--- src/rtl/twi_pkg.sv ---
package twi_pkg;
  typedef enum logic [2:0] {
    ST_IDLE,
    ST_ADDR,
    ST_AACK,
    ST_WDATA,
    ST_WACK,
    ST_RDATA,
    ST_RACK,
    ST_WAIT
  } twi_state_e;
endpackage

--- src/rtl/twi_sync_edge.sv ---
module twi_sync_edge #(
  parameter int SYNC_STAGES = 2
) (
  input  logic clk,
  input  logic rst_n,
  input  logic scl_i,
  input  logic sda_i,
  output logic scl_s,
  output logic sda_s,
  output logic scl_rise,
  output logic scl_fall,
  output logic start,
  output logic stop
);
  logic [SYNC_STAGES-1:0] scl_pipe, sda_pipe;
  logic scl_q, sda_q;

  always_ff @(posedge clk or negedge rst_n) begin
    if (!rst_n) begin
      scl_pipe <= '1;
      sda_pipe <= '1;
      scl_q    <= 1'b1;
      sda_q    <= 1'b1;
    end else begin
      scl_pipe <= {scl_pipe[SYNC_STAGES-2:0], scl_i};
      sda_pipe <= {sda_pipe[SYNC_STAGES-2:0], sda_i};
      scl_q    <= scl_s;
      sda_q    <= sda_s;
    end
  end

  assign scl_s    = scl_pipe[SYNC_STAGES-1];
  assign sda_s    = sda_pipe[SYNC_STAGES-1];
  assign scl_rise = scl_s & ~scl_q;
  assign scl_fall = ~scl_s & scl_q;
  assign start    = scl_s & scl_q & sda_q & ~sda_s;
  assign stop     = scl_s & scl_q & ~sda_q & sda_s;
endmodule

--- src/rtl/twi_regfile.sv ---
module twi_regfile #(
  parameter int REG_COUNT = 16,
  parameter int CFG_IDX   = 0,
  localparam int PTR_W    = $clog2(REG_COUNT)
) (
  input  logic             clk,
  input  logic             rst_n,
  input  logic             wr_en,
  input  logic [PTR_W-1:0] wr_addr,
  input  logic [7:0]       wr_data,
  input  logic [PTR_W-1:0] rd_addr,
  output logic [7:0]       rdata,
  output logic [2:0]       addr_lo
);
  logic [7:0] regs [REG_COUNT];

  for (genvar g = 0; g < REG_COUNT; g++) begin : g_reg
    always_ff @(posedge clk or negedge rst_n) begin
      if (!rst_n) regs[g] <= 8'h00;
      else if (wr_en && wr_addr == PTR_W'(g)) regs[g] <= wr_data;
    end
  end

  assign rdata   = regs[rd_addr];
  assign addr_lo = regs[CFG_IDX][2:0];

  AST_WRITE_LANDS: assert property (@(posedge clk) disable iff (!rst_n)
    wr_en |=> regs[$past(wr_addr)] == $past(wr_data));
endmodule

--- src/rtl/twi_engine.sv ---
module twi_engine
  import twi_pkg::*;
#(
  parameter logic [3:0] ADDR_HI = 4'b1001,
  parameter int         PTR_W   = 4
) (
  input  logic             clk,
  input  logic             rst_n,
  input  logic             scl_s,
  input  logic             sda_s,
  input  logic             scl_rise,
  input  logic             scl_fall,
  input  logic             start,
  input  logic             stop,
  input  logic [2:0]       addr_lo,
  input  logic [7:0]       rdata,
  output logic             wr_en,
  output logic [PTR_W-1:0] ptr,
  output logic [7:0]       wr_data,
  output logic             sda_oe
);
  twi_state_e st;
  logic [3:0] bitcnt;
  logic [7:0] rx, tx;
  logic       rw, first, mack;

  always_ff @(posedge clk or negedge rst_n) begin
    if (!rst_n) begin
      st <= ST_IDLE; bitcnt <= '0; rx <= '0; tx <= '0;
      rw <= 1'b0; first <= 1'b0; mack <= 1'b1; ptr <= '0; sda_oe <= 1'b0;
    end else if (start) begin
      st <= ST_ADDR; bitcnt <= '0; first <= 1'b1; sda_oe <= 1'b0;
    end else if (stop) begin
      st <= ST_IDLE; bitcnt <= '0; sda_oe <= 1'b0;
    end else begin
      if (scl_rise) begin
        if (st == ST_ADDR || st == ST_WDATA) rx <= {rx[6:0], sda_s};
        if (st == ST_RACK) mack <= sda_s;
        if (st != ST_IDLE && st != ST_WAIT) bitcnt <= bitcnt + 4'd1;
      end
      if (scl_fall) begin
        case (st)
          ST_ADDR: if (bitcnt == 4'd8) begin
            if (rx[7:1] == {ADDR_HI, addr_lo}) begin
              sda_oe <= 1'b1; rw <= rx[0]; st <= ST_AACK;
            end else begin
              st <= ST_WAIT;
            end
          end
          ST_AACK: if (bitcnt == 4'd9) begin
            bitcnt <= '0;
            if (rw) begin
              st <= ST_RDATA; tx <= rdata; sda_oe <= ~rdata[7];
            end else begin
              st <= ST_WDATA; sda_oe <= 1'b0;
            end
          end
          ST_WDATA: if (bitcnt == 4'd8) begin
            sda_oe <= 1'b1; st <= ST_WACK; first <= 1'b0;
            if (first) ptr <= rx[PTR_W-1:0];
            else       ptr <= ptr + 1'b1;
          end
          ST_WACK: if (bitcnt == 4'd9) begin
            sda_oe <= 1'b0; bitcnt <= '0; st <= ST_WDATA;
          end
          ST_RDATA: if (bitcnt == 4'd8) begin
            sda_oe <= 1'b0; st <= ST_RACK; ptr <= ptr + 1'b1;
          end else if (bitcnt != 4'd0) begin
            tx <= {tx[6:0], 1'b0}; sda_oe <= ~tx[6];
          end
          ST_RACK: if (bitcnt == 4'd9) begin
            if (!mack) begin
              bitcnt <= '0; tx <= rdata; sda_oe <= ~rdata[7]; st <= ST_RDATA;
            end else begin
              sda_oe <= 1'b0; st <= ST_WAIT;
            end
          end
          default: ;
        endcase
      end
    end
  end

  assign wr_en   = (st == ST_WDATA) && scl_fall && (bitcnt == 4'd8) && !first;
  assign wr_data = rx;

  AST_QUIET_WHEN_IDLE: assert property (@(posedge clk) disable iff (!rst_n)
    (st == ST_IDLE || st == ST_WAIT) |-> !sda_oe);
  AST_OE_MOVES_LOW: assert property (@(posedge clk) disable iff (!rst_n)
    !$stable(sda_oe) |-> !scl_s);
  AST_BITCNT_BOUND: assert property (@(posedge clk) disable iff (!rst_n)
    bitcnt <= 4'd9);
  AST_STOP_TO_IDLE: assert property (@(posedge clk) disable iff (!rst_n)
    (stop && !start) |=> (st == ST_IDLE && !sda_oe));
endmodule

--- src/rtl/twi_reg_target.sv ---
module twi_reg_target #(
  parameter int         REG_COUNT = 16,
  parameter logic [3:0] ADDR_HI   = 4'b1001
) (
  input  logic clk,
  input  logic rst_n,
  input  logic scl_i,
  input  logic sda_i,
  output logic sda_oe
);
  localparam int PTR_W = $clog2(REG_COUNT);

  logic scl_s, sda_s, scl_rise, scl_fall, start, stop;
  logic wr_en;
  logic [PTR_W-1:0] ptr;
  logic [7:0] wr_data, rdata;
  logic [2:0] addr_lo;

  twi_sync_edge #(.SYNC_STAGES(2)) u_sync (
    .clk(clk), .rst_n(rst_n), .scl_i(scl_i), .sda_i(sda_i),
    .scl_s(scl_s), .sda_s(sda_s), .scl_rise(scl_rise), .scl_fall(scl_fall),
    .start(start), .stop(stop)
  );

  twi_engine #(.ADDR_HI(ADDR_HI), .PTR_W(PTR_W)) u_engine (
    .clk(clk), .rst_n(rst_n), .scl_s(scl_s), .sda_s(sda_s),
    .scl_rise(scl_rise), .scl_fall(scl_fall), .start(start), .stop(stop),
    .addr_lo(addr_lo), .rdata(rdata), .wr_en(wr_en), .ptr(ptr),
    .wr_data(wr_data), .sda_oe(sda_oe)
  );

  twi_regfile #(.REG_COUNT(REG_COUNT), .CFG_IDX(0)) u_regs (
    .clk(clk), .rst_n(rst_n), .wr_en(wr_en), .wr_addr(ptr), .wr_data(wr_data),
    .rd_addr(ptr), .rdata(rdata), .addr_lo(addr_lo)
  );
endmodule

--- config.mk ---
export PLATFORM = sky130hd
export DESIGN_NAME = twi_reg_target
export DESIGN_NICKNAME = d
export VERILOG_FILES = /design/src/rtl/twi_pkg.sv /design/src/rtl/twi_sync_edge.sv /design/src/rtl/twi_regfile.sv /design/src/rtl/twi_engine.sv /design/src/rtl/twi_reg_target.sv
export SDC_FILE = /design/constraint.sdc
export NUM_CORES = 1
export LEC_CHECK = 0
export BUFFER_PORTS_ARGS = -buffer_cell sky130_fd_sc_hd__buf_2
export CAP_MARGIN = 5
export CORE_MARGIN = 2
export CORE_UTILIZATION = 55
export DETAILED_ROUTE_END_ITERATION = 8
export PLACE_DENSITY = 0.71
export SLEW_MARGIN = 20
export SYNTH_ARGS = -nofsm -noshare
export SYNTH_HDL_FRONTEND = slang
export SYNTH_SLANG_ARGS = --single-unit
--- constraint.sdc ---
create_clock -name clk -period 2.6 [get_ports clk]
set_clock_uncertainty 0.2 [all_clocks]
set_input_delay 0.13 -clock clk [delete_from_list [all_inputs] [get_ports clk]]
set_output_delay 0.13 -clock clk [all_outputs]
set_load 0.01 [all_outputs]
==> impl_summary.md, run 1 <==
Logic synthesis
Synthesis produced a netlist with a net count of 575. Counting distinct cell types in the post-synthesis netlist gives 67. The synthesized area per cell is 14.6 sq um. The biggest area contributor in the post-synthesis netlist is sky130_fd_sc_hd__dfrtp_1. The number of cells produced by synthesis is 564. The cell area that synthesis handed to floorplanning was 0.00824 sq mm. By area the synthesized netlist is led by sky130_fd_sc_hd__dfrtp_1 48%, sky130_fd_sc_hd__mux2_2 19%, sky130_fd_sc_hd__mux4_2 6.0%. The proportion of register bits with asynchronous set or reset after synthesis is 100%. Counting flops and latches in the post-synthesis netlist gives 164. The top-area cell type share of the netlist area is 47.7%.

The most frequently used flop master after synthesis is sky130_fd_sc_hd__dfrtp_1. Sequential elements use 49.9% of the synthesized area. For this run, the number of Yosys warnings is 0.

The synthesized design contains 0 enable-type register cells.

Pwr
The worst vdd rail ir drop is 0.468 mV. The power per standard cell area is 581 mW/mm^2. The design draws 5.29 mW. The leakage power is 4.50 nW.

Placement
The total placed instance area is 0.00850 sq mm. Detailed placement ended at an HPWL of 11.6 mm. The global placement routability congestion is 0.949. Prior to clock tree synthesis, the placed netlist has a worst setup slack of 0.190 ns. In this run, placement finished with an instance count of 741. The count of buffers inserted at the top-level ports is 4.

Timing
Static timing analysis puts the maximum clock frequency at 414 MHz. Hold timing on the final database bottoms out at a slack of 0.0627 ns. Setup slack on the critical path of the routed design comes to 0.184 ns. Measured against its own limit, the worst slew margin works out to 50.9%.

The final count of negative-setup-slack endpoints is 0. Setup repair after global routing left no endpoint under its margin. The final count of hold timing violations is 0.

The transition time at the pin with the least slew margin is 0.736 ns. In the final timing run, aggregate negative setup slack is 0 ns. The final critical path takes up 92.9% of the cycle. Subtracting the final worst setup slack from the clock period gives 2.42 ns. The count of pins over their slew limit is 0.

Setup path
The critical path required time is 2.71 ns. The kind of critical path is reg2reg. The buffer and inverter count on the worst path is 2. The signal on the critical path passes through inv_1 > ha_1 > and3b_1 > buf_4 > nand4_4 > nor2_8 > mux2_2. The worst-path cell with the longest stage delay is sky130_fd_sc_hd__dfrtp_1. STA classifies the critical path endpoint as a flop. The nature of the critical path startpoint is a flop. STA puts the critical path data arrival time at 2.53 ns. Grouping stages by cell kind, the critical path spends the most delay in simple AND/OR/NAND/NOR gates.

The maximum fanout encountered on the critical timing path is 8. In this design, the stage delay of the slowest critical-path cell is 0.44 ns.

Cells and area
The area growth from synthesis to final layout is 10.4%. The layout has 1,043 filler cells. The footprint of the flip-flops and latches is 0.00411 sq mm. The proportion of layout cells with a drive suffix above 1 is 43.4%. The finished cells cover 0.00910 sq mm. The total area of multi-input combinational cells is 0.00390 sq mm. After the flow finishes, the layout carries non-filler instances totaling 776. The number of inserted diodes is 0. The final design utilization is 62.4%. The net count of the finished layout is 590.

Global routing
Entering global routing, the biggest net connects 66 pins. The number of antenna violations at the first check in global routing was 0. The first global-routing pass estimated 29.1 mm of wire. After global routing the overflow that remains totals 0.

The global-route total usage across every layer is 23.7%. The number of global-route vias before repair was 5,162.

Drt
After detailed routing, the total wire length is 17.2 mm. Dividing the detail-routed via count by the number of cells gives 6.19. Dividing the detail-routed wire length by the instance count gives 22.1 microns.

The number of nets with antenna violations after detailed routing is 0. The first-iteration detailed-routing DRC count is 549. Summing over every cut layer, the via total after detailed routing is 4,806.

For this run, design rule violations remaining after detail routing come to 0. The first-pass iteration count of the detailed router is 4.

Clock network
The cell chosen for the clock root is sky130_fd_sc_hd__clkbuf_16. Counting along the longest clock path gives a buffer depth of 2. In this run the number of H-tree levels came out at 4.

TritonCTS built the clock tree. After clock tree synthesis, the setup repair step added 0 buffers. At the later pin of the worst-skew pair, clock insertion delay measures 0.43 ns. Post-CTS repair changed the size of 0 cells. The clock transition time at the flip-flop clock pins of the worst setup and hold paths is 0.06 ns. The number of clock buffers inserted by TritonCTS is 17. The clock net in this run drives a total of 164 sinks.

Floorplan
Measured along the y axis, the die boundary spans 126 microns. The initial utilization of the core area, before any placement, comes to 56.5%. The die covers 0.0160 sq mm. In this run the count of I/O pins placed on the die edge is 5. The die span in x is 126 microns. The core outline area is 0.0146 sq mm. In this run the core area contains 44 standard-cell rows.

Status
The run finished with clean final reports.

Worst hold path
The worst min-delay path category is in2async.

Run
The max-cap check violation count is 0.
worst reg2reg max path: cells and delay by family, from the launching register on:
kind          cells  cell delay (ns)
simple gates      3             0.81
flops             1             0.44
mux               1             0.37
buf+inv           2             0.28
fa+ha+maj         1             0.20
power breakdown:
part	leakage [nW]	internal, mW	switching (mW)
logic	1.97	0.0939	0.189
clock network	0.267	1.31	1.05
registers	2.26	2.58	0.0615
logic make-up (layout without fill, tap and decap cells):
group           Yosys count  in the layout  share of synthesized area [%]
fa+ha+maj                 7              7                           1.06
flops                   164            164                           49.9
compound gates           68             68                           6.07
simple gates             98             98                           10.7
buf+inv                  44             72                           2.78
mux                     175            175                           28.7
xor+xnor                  8              8                          0.850
synthesized netlist by cell type (3+ instances only):
cell	number
sky130_fd_sc_hd__dfrtp_1	157
sky130_fd_sc_hd__mux2_2	136
sky130_fd_sc_hd__mux4_2	22
sky130_fd_sc_hd__nor2_8	16
sky130_fd_sc_hd__nand2_1	13
sky130_fd_sc_hd__a22oi_1	12
sky130_fd_sc_hd__inv_1	11
sky130_fd_sc_hd__a21oi_1	10
sky130_fd_sc_hd__buf_2	10
sky130_fd_sc_hd__mux4_1	10
sky130_fd_sc_hd__nor2_1	10
sky130_fd_sc_hd__buf_1	8
sky130_fd_sc_hd__clkbuf_1	8
sky130_fd_sc_hd__o21ai_0	8
sky130_fd_sc_hd__dfstp_2	7
sky130_fd_sc_hd__ha_1	7
sky130_fd_sc_hd__nand2b_1	7
sky130_fd_sc_hd__nor3_1	7
sky130_fd_sc_hd__a211o_1	6
sky130_fd_sc_hd__xnor2_1	6
sky130_fd_sc_hd__o22a_1	5
sky130_fd_sc_hd__and3_1	4
sky130_fd_sc_hd__mux2i_1	4
sky130_fd_sc_hd__nand3_1	4
sky130_fd_sc_hd__nand3b_1	4
sky130_fd_sc_hd__nand4_1	4
sky130_fd_sc_hd__nand4_4	4
sky130_fd_sc_hd__nor4_1	4
sky130_fd_sc_hd__a31oi_1	3
sky130_fd_sc_hd__mux2_1	3
sky130_fd_sc_hd__nor2b_1	3
state kept, by name, indices dropped and copies added (netlist names), 2 cells and up:
signal            flops
u_sync.scl_pipe       2
u_engine.tx           7
u_engine.st           3
u_sync.sda_pipe       2
u_regs.addr_lo        3
u_engine.wr_data      8
u_engine.bitcnt       4
u_engine.ptr          4
u_regs.regs         125
worst paths after layout:
kind / depth (start not counted) / startpoint / endpoint / slack [ns]
setup / recovery: 7 / u_engine.bitcnt[0]$_DFF_PN0_ / u_regs.regs[115]$_DFFE_PN0P_ / 0.18
hold / removal: 2 / rst_n / u_engine.st[0]$_DFFE_PN0P_ / 0.06
setup reg to reg: 7 / u_engine.bitcnt[0]$_DFF_PN0_ / u_regs.regs[115]$_DFFE_PN0P_ / 0.18
hold reg to reg: 0 / u_sync.scl_pipe[0]$_DFF_PN1_ / u_sync.scl_pipe[1]$_DFF_PN1_ / 0.16
max in group asynchronous: 3 / rst_n / u_regs.regs[94]$_DFFE_PN0P_ / 1.37
min in group clk: 2 / sda_i / u_sync.sda_pipe[0]$_DFF_PN1_ / 0.15
cell type report:
type | count | area share (%)
clock inverter | 11 | 1.02
timing repair buffer | 29 | 2.71
clock buffer | 21 | 5.17
sequential | 164 | 45.2
multi-input combinational | 356 | 42.9
tap | 184 | 2.53
inverter | 11 | 0.454
layer usage:
layer,global-route usage (%),vias to the layer above,wire length [microns],part of all wire (%)
met4,6.40,0,274,1.6
met5,0,-,0,0
met2,37.2,97,8360,49
li1,-,2163,-,-
met1,33.2,2527,7870,46
met3,6.16,19,682,4.0
repair_timing:
item,4_1_cts,5_1_grt
hold buffers,3,0
hold endpoints to repair,105,0
setup endpoints to repair,0,0
layout by cell type, fill, tap and decap left out, types with 4 or more instances in the layout:
cell type,count
sky130_fd_sc_hd__o22a_1,5
sky130_fd_sc_hd__nand2_1,13
sky130_fd_sc_hd__nand2b_1,7
sky130_fd_sc_hd__o21ai_0,8
sky130_fd_sc_hd__mux4_1,10
sky130_fd_sc_hd__dfrtp_1,156
sky130_fd_sc_hd__a21oi_1,10
sky130_fd_sc_hd__nand3_1,4
sky130_fd_sc_hd__mux2_2,136
sky130_fd_sc_hd__clkinv_4,4
sky130_fd_sc_hd__mux2i_1,4
sky130_fd_sc_hd__clkbuf_16,17
sky130_fd_sc_hd__nor2_1,10
sky130_fd_sc_hd__nor3_1,7
sky130_fd_sc_hd__ha_1,7
sky130_fd_sc_hd__nand4_1,4
sky130_fd_sc_hd__a22oi_1,12
sky130_fd_sc_hd__a211o_1,6
sky130_fd_sc_hd__and3_1,4
sky130_fd_sc_hd__nand3b_1,4
sky130_fd_sc_hd__nor4_1,4
sky130_fd_sc_hd__dfstp_2,7
sky130_fd_sc_hd__nand4_4,4
sky130_fd_sc_hd__inv_1,11
sky130_fd_sc_hd__inv_6,4
sky130_fd_sc_hd__xnor2_1,6
sky130_fd_sc_hd__buf_4,20
sky130_fd_sc_hd__mux4_2,22
sky130_fd_sc_hd__nor2_8,16
No activity file was read; power rests on OpenSTA's default activity.
==> inputs of run 2 (changes only) <==
--- a/config.mk
+++ b/config.mk
@@ -8,9 +8,8 @@
 export BUFFER_PORTS_ARGS = -buffer_cell sky130_fd_sc_hd__buf_2
 export CAP_MARGIN = 5
 export CORE_MARGIN = 2
-export CORE_UTILIZATION = 55
+export CORE_UTILIZATION = 44
 export DETAILED_ROUTE_END_ITERATION = 8
-export PLACE_DENSITY = 0.71
 export SLEW_MARGIN = 20
 export SYNTH_ARGS = -nofsm -noshare
 export SYNTH_HDL_FRONTEND = slang
==> run 2 against run 1 <==
- utilization decreased by 12 points
- cell count increased by 6.8%
- clock power increased by 8.9%
- die area increased by 24%
- via count decreased by 0.73%
- critical path depth decreased by 2
- clock-buffer cell count decreased by 3
- critical path type unchanged
- highest routed layer unchanged
==> impl_summary.md, run 2 (synthesis results as in run 1) <==
Drt
The detailed-route wire length per cell is 21.5 microns (was 22.1 microns). The post-detailed-route DRC marker count is 0 (unchanged). The first-pass iteration count of the detailed router is 4 (unchanged). The first-iteration detailed-routing DRC count is 245 (was 549). The mean number of vias per cell came to 5.76 (was 6.19). The routed wire length came to 17.8 mm (was 17.2 mm).

The vias after detailed routing is 4,771 (was 4,806). The number of nets with antenna violations after detailed routing came to 0 (unchanged).

Global routing
The number of antenna violations at the first check in global routing is 0 (unchanged). The global-route total usage across every layer is 19.6% (was 23.7%). The remaining global-route overflow came to 0 (unchanged).

The first-pass GRT wire length came to 29.5 mm (was 29.1 mm). The largest net degree at the start of global routing is 69 (was 66). The number of global-route vias before repair came to 5,061 (was 5,162).

Clock network
The clock tree from TritonCTS is yes (unchanged). The number of gates given a new drive strength after cts is 0 (unchanged). The post-CTS setup-driven buffer insertion count came to 0 (unchanged). The clock sink total is 164 (unchanged).

The latest clock arrival within the worst-skew pair is 0.43 ns (about the same). The clock transition time at the flip-flop clock pins of the worst setup and hold paths came to 0.07 ns (was 0.06 ns). The count of hold buffers inserted by post-cts repair is 3 (unchanged).

The number of clock buffers inserted by TritonCTS is 17 (unchanged). The worst-case clock buffer depth is 2 (unchanged). The number of H-tree levels is 4 (unchanged).

The cell chosen for the clock root is sky130_fd_sc_hd__clkbuf_16 (unchanged).

Timing
The final-layout setup total negative slack is 0 ns (unchanged). The peak clock frequency supported by timing came to 407 MHz (was 414 MHz). The final count of hold timing violations was 0 (unchanged). The transition time at the pin with the least slew margin is 0.776 ns (was 0.736 ns). The count of pins over their slew limit is 0 (unchanged).

The worst relative slew slack is 48.3% (was 50.9%). Setup repair after global routing missed its margin: no (unchanged). The post-route clock period utilization is 94.4% (was 92.9%).

The tightest hold margin is 0.0534 ns (was 0.0627 ns). The final count of negative-setup-slack endpoints is 0 (unchanged). The time the worst path needs with I/O delays and setup is 2.45 ns (was 2.42 ns).

Floorplan
The number of rows in the core area is 50 (was 44). The effective utilization at floorplan came to 44.5% (was 56.5%). The boundary pin count is 5 (unchanged). The die span in x was 141 microns (was 126 microns). The core outline area is 0.0185 sq mm (was 0.0146 sq mm).

The area enclosed by the die boundary was 0.0198 sq mm (was 0.0160 sq mm). The y dimension of the die is 141 microns (was 126 microns).

Run
The max-cap check violation count is 0 (unchanged).

Cells and area
The area of all placed cells without fillers is 0.00924 sq mm (was 0.00910 sq mm). The proportion of layout cells with a drive suffix above 1 is 43.9% (was 43.4%). The most common cell after layout, fill and taps aside is sky130_fd_sc_hd__dfrtp_1 (unchanged).

The net count of the finished layout is 593 (was 590). The flip-flop count of the largest register after layout was 125 (unchanged). The register with the most flip-flops is u_regs.regs (unchanged). The area growth from synthesis to final layout came to 12.0% (was 10.4%).

The total of fill cells in the finished design is 1,578 (was 1,043). The final design utilization is 49.9% (was 62.4%). Top library cells by usage in the layout, fill and taps aside: 156 x sky130_fd_sc_hd__dfrtp_1, 136 x sky130_fd_sc_hd__mux2_2, 22 x sky130_fd_sc_hd__mux4_2, 22 x sky130_fd_sc_hd__buf_4, 17 x sky130_fd_sc_hd__clkbuf_16 (was 156 x sky130_fd_sc_hd__dfrtp_1, 136 x sky130_fd_sc_hd__mux2_2, 22 x sky130_fd_sc_hd__mux4_2, 20 x sky130_fd_sc_hd__buf_4, 17 x sky130_fd_sc_hd__clkbuf_16). The number of inserted diodes is 0 (unchanged).

Setup path
The buffer and inverter count on the worst path is 1 (was 2). The maximum fanout encountered on the critical timing path is 13 (was 8). The worst-path cell with the longest stage delay was sky130_fd_sc_hd__dfrtp_2 (was sky130_fd_sc_hd__dfrtp_1).

The kind of critical path is reg2reg (unchanged). Cells along the critical path: buf_4 > mux4_2 > a32oi_1 > nand4_1 > a32oi_1 (was inv_1 > ha_1 > and3b_1 > buf_4 > nand4_4 > nor2_8 > mux2_2). The beginning of the worst register-to-register path is u_engine.ptr[0]$_DFFE_PN0P_ (was u_engine.bitcnt[0]$_DFF_PN0_). The cell seen most often among critical-path stages is sky130_fd_sc_hd__a32oi_1.

The kind of end point of the critical path is a flop (unchanged). The data arrival time of the critical path is 2.59 ns (was 2.53 ns). The capture instance of the worst register-to-register path was u_engine.sda_oe$_DFFE_PN0P_ (was u_regs.regs[115]$_DFFE_PN0P_). The critical path required time is 2.74 ns (was 2.71 ns). The nature of the critical path startpoint is a flop (unchanged). The worst-case reg-to-reg path depth is 5 (was 7). The largest incremental delay on the critical path is 0.66 ns (was 0.44 ns). The register-to-register setup slack came to 0.15 ns (was 0.18 ns). The largest delay contributor family on the critical path was flip-flops (was simple AND/OR/NAND/NOR gates).

Pwr
The post-layout total power is 5.50 mW (was 5.29 mW). The power share of the combinational group is 5.3% (about the same). The power per standard cell area came to 596 mW/mm^2 (was 581 mW/mm^2).

The leakage power is 4.55 nW (was 4.50 nW). The power dissipated by switching net loads is 1.35 mW (was 1.30 mW). The switching power share of the total is 24.6% (about the same). The cell internal power dissipation is 4.15 mW (was 3.99 mW).

The worst vdd rail ir drop came to 0.376 mV (was 0.468 mV). The fraction of power consumed by the clock network was 46.7% (was 44.7%). The part of the power in registers is 48.0% (was 50.0%).

Placement
The total placed instance area is 0.00860 sq mm (was 0.00850 sq mm). The half-perimeter wire length of the detailed placement result is 12.1 mm (was 11.6 mm). The global placement routability congestion is 0.871 (was 0.949).

The count of buffers inserted at the top-level ports came to 4 (unchanged).

Worst hold path
The worst min-delay path category was in2async (unchanged).

Status
Outcome: complete, no violations (unchanged).
[run 2: changes by cell type in the layout (fill, tap and decap cells not counted), moves of 2 or more]
cell                         before  now
sky130_fd_sc_hd__bufinv_16        0    2
sky130_fd_sc_hd__clkinv_2         0    2
sky130_fd_sc_hd__clkbuf_8         3    1
sky130_fd_sc_hd__inv_8            0    3
sky130_fd_sc_hd__buf_4           20   22
sky130_fd_sc_hd__clkinv_4         4    2
sky130_fd_sc_hd__clkinvlp_4       3    0
[run 2: power groups by stage]
| stage | combinational, mW | sequential, mW | clock, mW |
|---|---|---|---|
| after floorplan | 0.180 | 2.65 | 0 |
| after global placement | 0.287 | 2.69 | 0 |
| after detailed placement | 0.293 | 2.69 | 0 |
| after CTS | 0.298 | 2.64 | 2.63 |
| after global routing | 0.324 | 2.65 | 2.75 |
| final | 0.290 | 2.64 | 2.57 |
[run 2: layout make-up]
class / instances / area, sq um / share of cell area [%]
flip-flops and latches: 164 / 4110 / 44.5
multi-input cells: 356 / 3900 / 42.3
inverters: 11 / 41.3 / 0.447
well taps: 234 / 293 / 3.17
repair buffers: 32 / 282 / 3.05
clock buffers: 18 / 439 / 4.75
clock inverters: 14 / 165 / 1.79
[run 2: per-stage QoR]
| step | setup slack (ns) | instances |
|---|---|---|
| after floorplan | 0.438 | 564 |
| after global placement | 0.172 | 794 |
| after detailed placement | 0.157 | 794 |
| after CTS | 0.140 | 829 |
| after global routing | 0.0143 | 829 |
| final | 0.146 | 829 |
[run 2: metal layers]
metal / GRT usage, % / part of all wire [%]
met3: 3.02 / 2.2
met5: 0 / 0
met2: 31.8 / 50
met4: 6.32 / 1.5
met1: 27.3 / 46
[run 2: how the worst max path moves through the flow]
stage,startpoint,endpoint,slack [ns],cells past startpoint
floorplan,u_engine.bitcnt[0]$_DFF_PN0_,u_regs.regs[16]$_DFFE_PN0P_,0.44,7
global placement,u_engine.ptr[0]$_DFFE_PN0P_,u_engine.sda_oe$_DFFE_PN0P_,0.17,5
detailed placement,u_engine.bitcnt[0]$_DFF_PN0_,u_regs.regs[53]$_DFFE_PN0P_,0.16,7
CTS,u_engine.ptr[0]$_DFFE_PN0P_,u_engine.tx[5]$_DFFE_PN0P_,0.14,5
global route,u_engine.bitcnt[0]$_DFF_PN0_,u_regs.regs[112]$_DFFE_PN0P_,0.01,7
finish,u_engine.ptr[0]$_DFFE_PN0P_,u_engine.sda_oe$_DFFE_PN0P_,0.15,5
[run 2: worst register-to-register path, stage by stage (launching register included)]
cell and delay (ns):
sky130_fd_sc_hd__dfrtp_2 0.66, sky130_fd_sc_hd__buf_4 0.28, sky130_fd_sc_hd__mux4_2 0.55, sky130_fd_sc_hd__a32oi_1 0.27
sky130_fd_sc_hd__nand4_1 0.17, sky130_fd_sc_hd__a32oi_1 0.23
==> inputs of run 3 (changes only) <==
--- a/config.mk
+++ b/config.mk
@@ -6,10 +6,11 @@
 export NUM_CORES = 1
 export LEC_CHECK = 0
 export BUFFER_PORTS_ARGS = -buffer_cell sky130_fd_sc_hd__buf_2
-export CAP_MARGIN = 5
+export CAP_MARGIN = 20
 export CORE_MARGIN = 2
 export CORE_UTILIZATION = 44
 export DETAILED_ROUTE_END_ITERATION = 8
+export RECOVER_POWER = 100
 export SLEW_MARGIN = 20
 export SYNTH_ARGS = -nofsm -noshare
 export SYNTH_HDL_FRONTEND = slang
==> run 3 against run 2 <==
- the run now ends with capacitance limit, slew limit left
- power is 0.18% lower
- clock power hardly changed
- sequential share of layout area is 0.47 points higher
- combinational power is 2% lower
- cell count stayed put
- maximum frequency is 0.56% lower
- non-clock buffer count stayed put
- register-to-register slack hardly changed
- clock-buffer cell count stayed put
- utilization is 0.52 points lower
- sequential cell count stayed put
- critical path depth stayed put
- critical endpoint is now u_engine.tx[6]$_DFFE_PN0P_
==> impl_summary.md, run 3 (synthesis results as in run 1) <==
Timing
The count of pins over their slew limit is 69 (was 0). The worst relative slew slack came to -19.7% (was 48.3%). Setup repair after global routing missed its margin: no (unchanged). The time the worst path needs with I/O delays and setup is 2.47 ns (was 2.45 ns). The final count of hold timing violations was 0 (unchanged). The final count of negative-setup-slack endpoints is 0 (unchanged).

The peak clock frequency supported by timing was 405 MHz (was 407 MHz). The post-route clock period utilization came to 94.9% (was 94.4%). The final-layout setup total negative slack is 0 ns (unchanged). The transition time at the pin with the least slew margin is 1.80 ns (was 0.776 ns).

Worst hold path
The path with the worst hold slack has its endpoint at u_sync.scl_pipe[0]$_DFF_PN1_. Along the worst hold path, the cell count comes to 2. The worst hold path begins at scl_i. The worst min-delay path category was in2reg (was in2async).

Setup path
The nature of the critical path startpoint is a flop (unchanged). The maximum fanout encountered on the critical timing path came to 13 (unchanged). The data arrival time of the critical path is 2.59 ns (about the same). The beginning of the worst register-to-register path is u_engine.ptr[0]$_DFFE_PN0P_ (unchanged). The kind of end point of the critical path was a flop (unchanged). The worst-case reg-to-reg path depth was 5 (unchanged). The register-to-register setup slack was 0.13 ns (was 0.15 ns). The capture instance of the worst register-to-register path is u_engine.tx[6]$_DFFE_PN0P_ (was u_engine.sda_oe$_DFFE_PN0P_). The kind of critical path is reg2reg (unchanged). The critical path required time was 2.72 ns (was 2.74 ns).

Floorplan
The area enclosed by the die boundary is 0.0198 sq mm (unchanged). The effective utilization at floorplan is 44.5% (unchanged). The core outline area came to 0.0185 sq mm (unchanged). The y dimension of the die is 141 microns (unchanged). The boundary pin count is 5 (unchanged). The number of rows in the core area is 50 (unchanged). The die span in x came to 141 microns (unchanged).

Cells and area
The flip-flop count of the largest register after layout was 125 (unchanged). The proportion of layout cells with a drive suffix above 1 is 43.2% (was 43.9%). The filler-free cell count of the finished design came to 829 (unchanged).

The net count of the finished layout came to 593 (unchanged). The total of fill cells in the finished design is 1,596 (was 1,578). The total area of multi-input combinational cells is 0.00383 sq mm (was 0.00390 sq mm). The footprint of the flip-flops and latches is 0.00411 sq mm (unchanged). The number of inserted diodes came to 0 (unchanged). The area growth from synthesis to final layout is 10.9% (was 12.0%). The area of all placed cells without fillers is 0.00914 sq mm (was 0.00924 sq mm). The final design utilization is 49.4% (was 49.9%). The register with the most flip-flops is u_regs.regs (unchanged). The most common cell after layout, fill and taps aside is sky130_fd_sc_hd__dfrtp_1 (unchanged). Top library cells by usage in the layout, fill and taps aside: 156 x sky130_fd_sc_hd__dfrtp_1, 136 x sky130_fd_sc_hd__mux2_2, 22 x sky130_fd_sc_hd__mux4_2, 19 x sky130_fd_sc_hd__buf_4, 17 x sky130_fd_sc_hd__clkbuf_16 (was 156 x sky130_fd_sc_hd__dfrtp_1, 136 x sky130_fd_sc_hd__mux2_2, 22 x sky130_fd_sc_hd__mux4_2, 22 x sky130_fd_sc_hd__buf_4, 17 x sky130_fd_sc_hd__clkbuf_16).

Drt
The mean number of vias per cell came to 5.79 (was 5.76). The sum of routed wire segments on met1 is 8.11 mm (was 8.26 mm). The routed wire length is 17.8 mm (about the same). The detailed-route wire length per cell is 21.5 microns (about the same). The number of nets with antenna violations after detailed routing is 0 (unchanged). The first-pass iteration count of the detailed router was 5 (was 4). The met2 wire length was 8.96 mm (was 8.90 mm). The post-detailed-route DRC marker count is 0 (unchanged).

The topmost layer with routed signal wires was met4 (unchanged). The vias after detailed routing is 4,796 (was 4,771). The first-iteration detailed-routing DRC count is 275 (was 245). The wire length on met3 is 472 microns (was 384 microns).

Global routing
The first-pass GRT wire length was 29.5 mm (unchanged). The number of antenna violations at the first check in global routing is 0 (unchanged). The global-route total usage across every layer is 19.6% (unchanged). The remaining global-route overflow is 0 (unchanged). The largest net degree at the start of global routing is 69 (unchanged). The number of global-route vias before repair is 5,061 (unchanged).

Placement
The count of buffers inserted at the top-level ports was 4 (unchanged). The total placed instance area is 0.00860 sq mm (unchanged). The global placement routability congestion is 0.871 (unchanged).

The half-perimeter wire length of the detailed placement result came to 12.1 mm (unchanged). The post-placement cell count is 794 (unchanged).

Clock network
The latest clock arrival within the worst-skew pair came to 0.43 ns (about the same). The number of H-tree levels is 4 (unchanged). The clock sink total is 164 (unchanged). The clock tree from TritonCTS was yes (unchanged). The number of clock buffers inserted by TritonCTS is 17 (unchanged). The clock transition time at the flip-flop clock pins of the worst setup and hold paths is 0.07 ns (about the same). The cell chosen for the clock root is sky130_fd_sc_hd__clkbuf_16 (unchanged). The worst-case clock buffer depth is 2 (unchanged). The number of gates given a new drive strength after cts is 0 (unchanged).

Status
The final reports fail on capacitance limit, slew limit. Outcome: complete, but fails checks (was complete, no violations).

Pwr
The power per standard cell area is 601 mW/mm^2 (was 596 mW/mm^2). The leakage power is 4.30 nW (was 4.55 nW). The worst vdd rail ir drop is 0.376 mV (about the same).

Run
The max-cap check violation count is 1 (was 0).
## run 3: cell count changes in the layout (fill, tap and decap cells not counted), sizes merged
cell / previous run / this run
buf: 29 / 24
clkbuf: 18 / 23
## run 3: how the worst max path moves through the flow
stage	from	to	slack (ns)	depth (start not counted)
after global placement	u_engine.ptr[0]$_DFFE_PN0P_	u_engine.sda_oe$_DFFE_PN0P_	0.17	5
after CTS	u_engine.ptr[0]$_DFFE_PN0P_	u_engine.tx[5]$_DFFE_PN0P_	0.14	5
after floorplan	u_engine.bitcnt[0]$_DFF_PN0_	u_regs.regs[16]$_DFFE_PN0P_	0.44	7
final	u_engine.ptr[0]$_DFFE_PN0P_	u_engine.tx[6]$_DFFE_PN0P_	0.13	5
after global routing	u_engine.bitcnt[0]$_DFF_PN0_	u_regs.regs[112]$_DFFE_PN0P_	0.01	7
after detailed placement	u_engine.bitcnt[0]$_DFF_PN0_	u_regs.regs[53]$_DFFE_PN0P_	0.16	7
## run 3: per-stage QoR
step	worst slack (ns)	total power [mW]	hold WS (ns)
CTS	0.140	5.57	0.0893
global route	0.0144	5.71	0.158
global placement	0.172	2.97	-0.0235
detailed placement	0.157	2.98	-0.0134
finish	0.132	5.50	0.140
floorplan	0.438	2.83	-0.366
## run 3: worst max-delay path: stages, from the launching register on
cell,delay [ns]
sky130_fd_sc_hd__dfrtp_2,0.65
sky130_fd_sc_hd__buf_4,0.27
sky130_fd_sc_hd__mux4_2,0.53
sky130_fd_sc_hd__a22oi_1,0.34
sky130_fd_sc_hd__a21oi_1,0.16
sky130_fd_sc_hd__o22a_1,0.20
## run 3: routing by layer
layer / up-vias / track usage, %
met5: - / 0
met4: 0 / 6.32
met1: 2542 / 27.3
met2: 77 / 31.8
met3: 22 / 3.02
li1: 2155 / -
## run 3: where the power goes
group	switching, mW	leakage (nW)	internal (mW)	total, mW
sequential	0.0608	2.26	2.58	2.64
combinational	0.193	1.75	0.0912	0.284
clock	1.09	0.302	1.47	2.57
total	1.35	4.30	4.15	5.50
## run 3: timing repair
action	CTS	global route
endpoints found under the hold margin	69	0
buffers inserted	0	0
hold buffers	3	0
## run 3: final cells by class
| class | instances | share of cell area, % |
|---|---|---|
| timing repair buffer | 32 | 2.82 |
| multi-input combinational | 356 | 41.9 |
| sequential | 164 | 45.0 |
| clock buffer | 18 | 4.80 |
| clock inverter | 14 | 1.81 |
| tap | 234 | 3.20 |
| inverter | 11 | 0.452 |
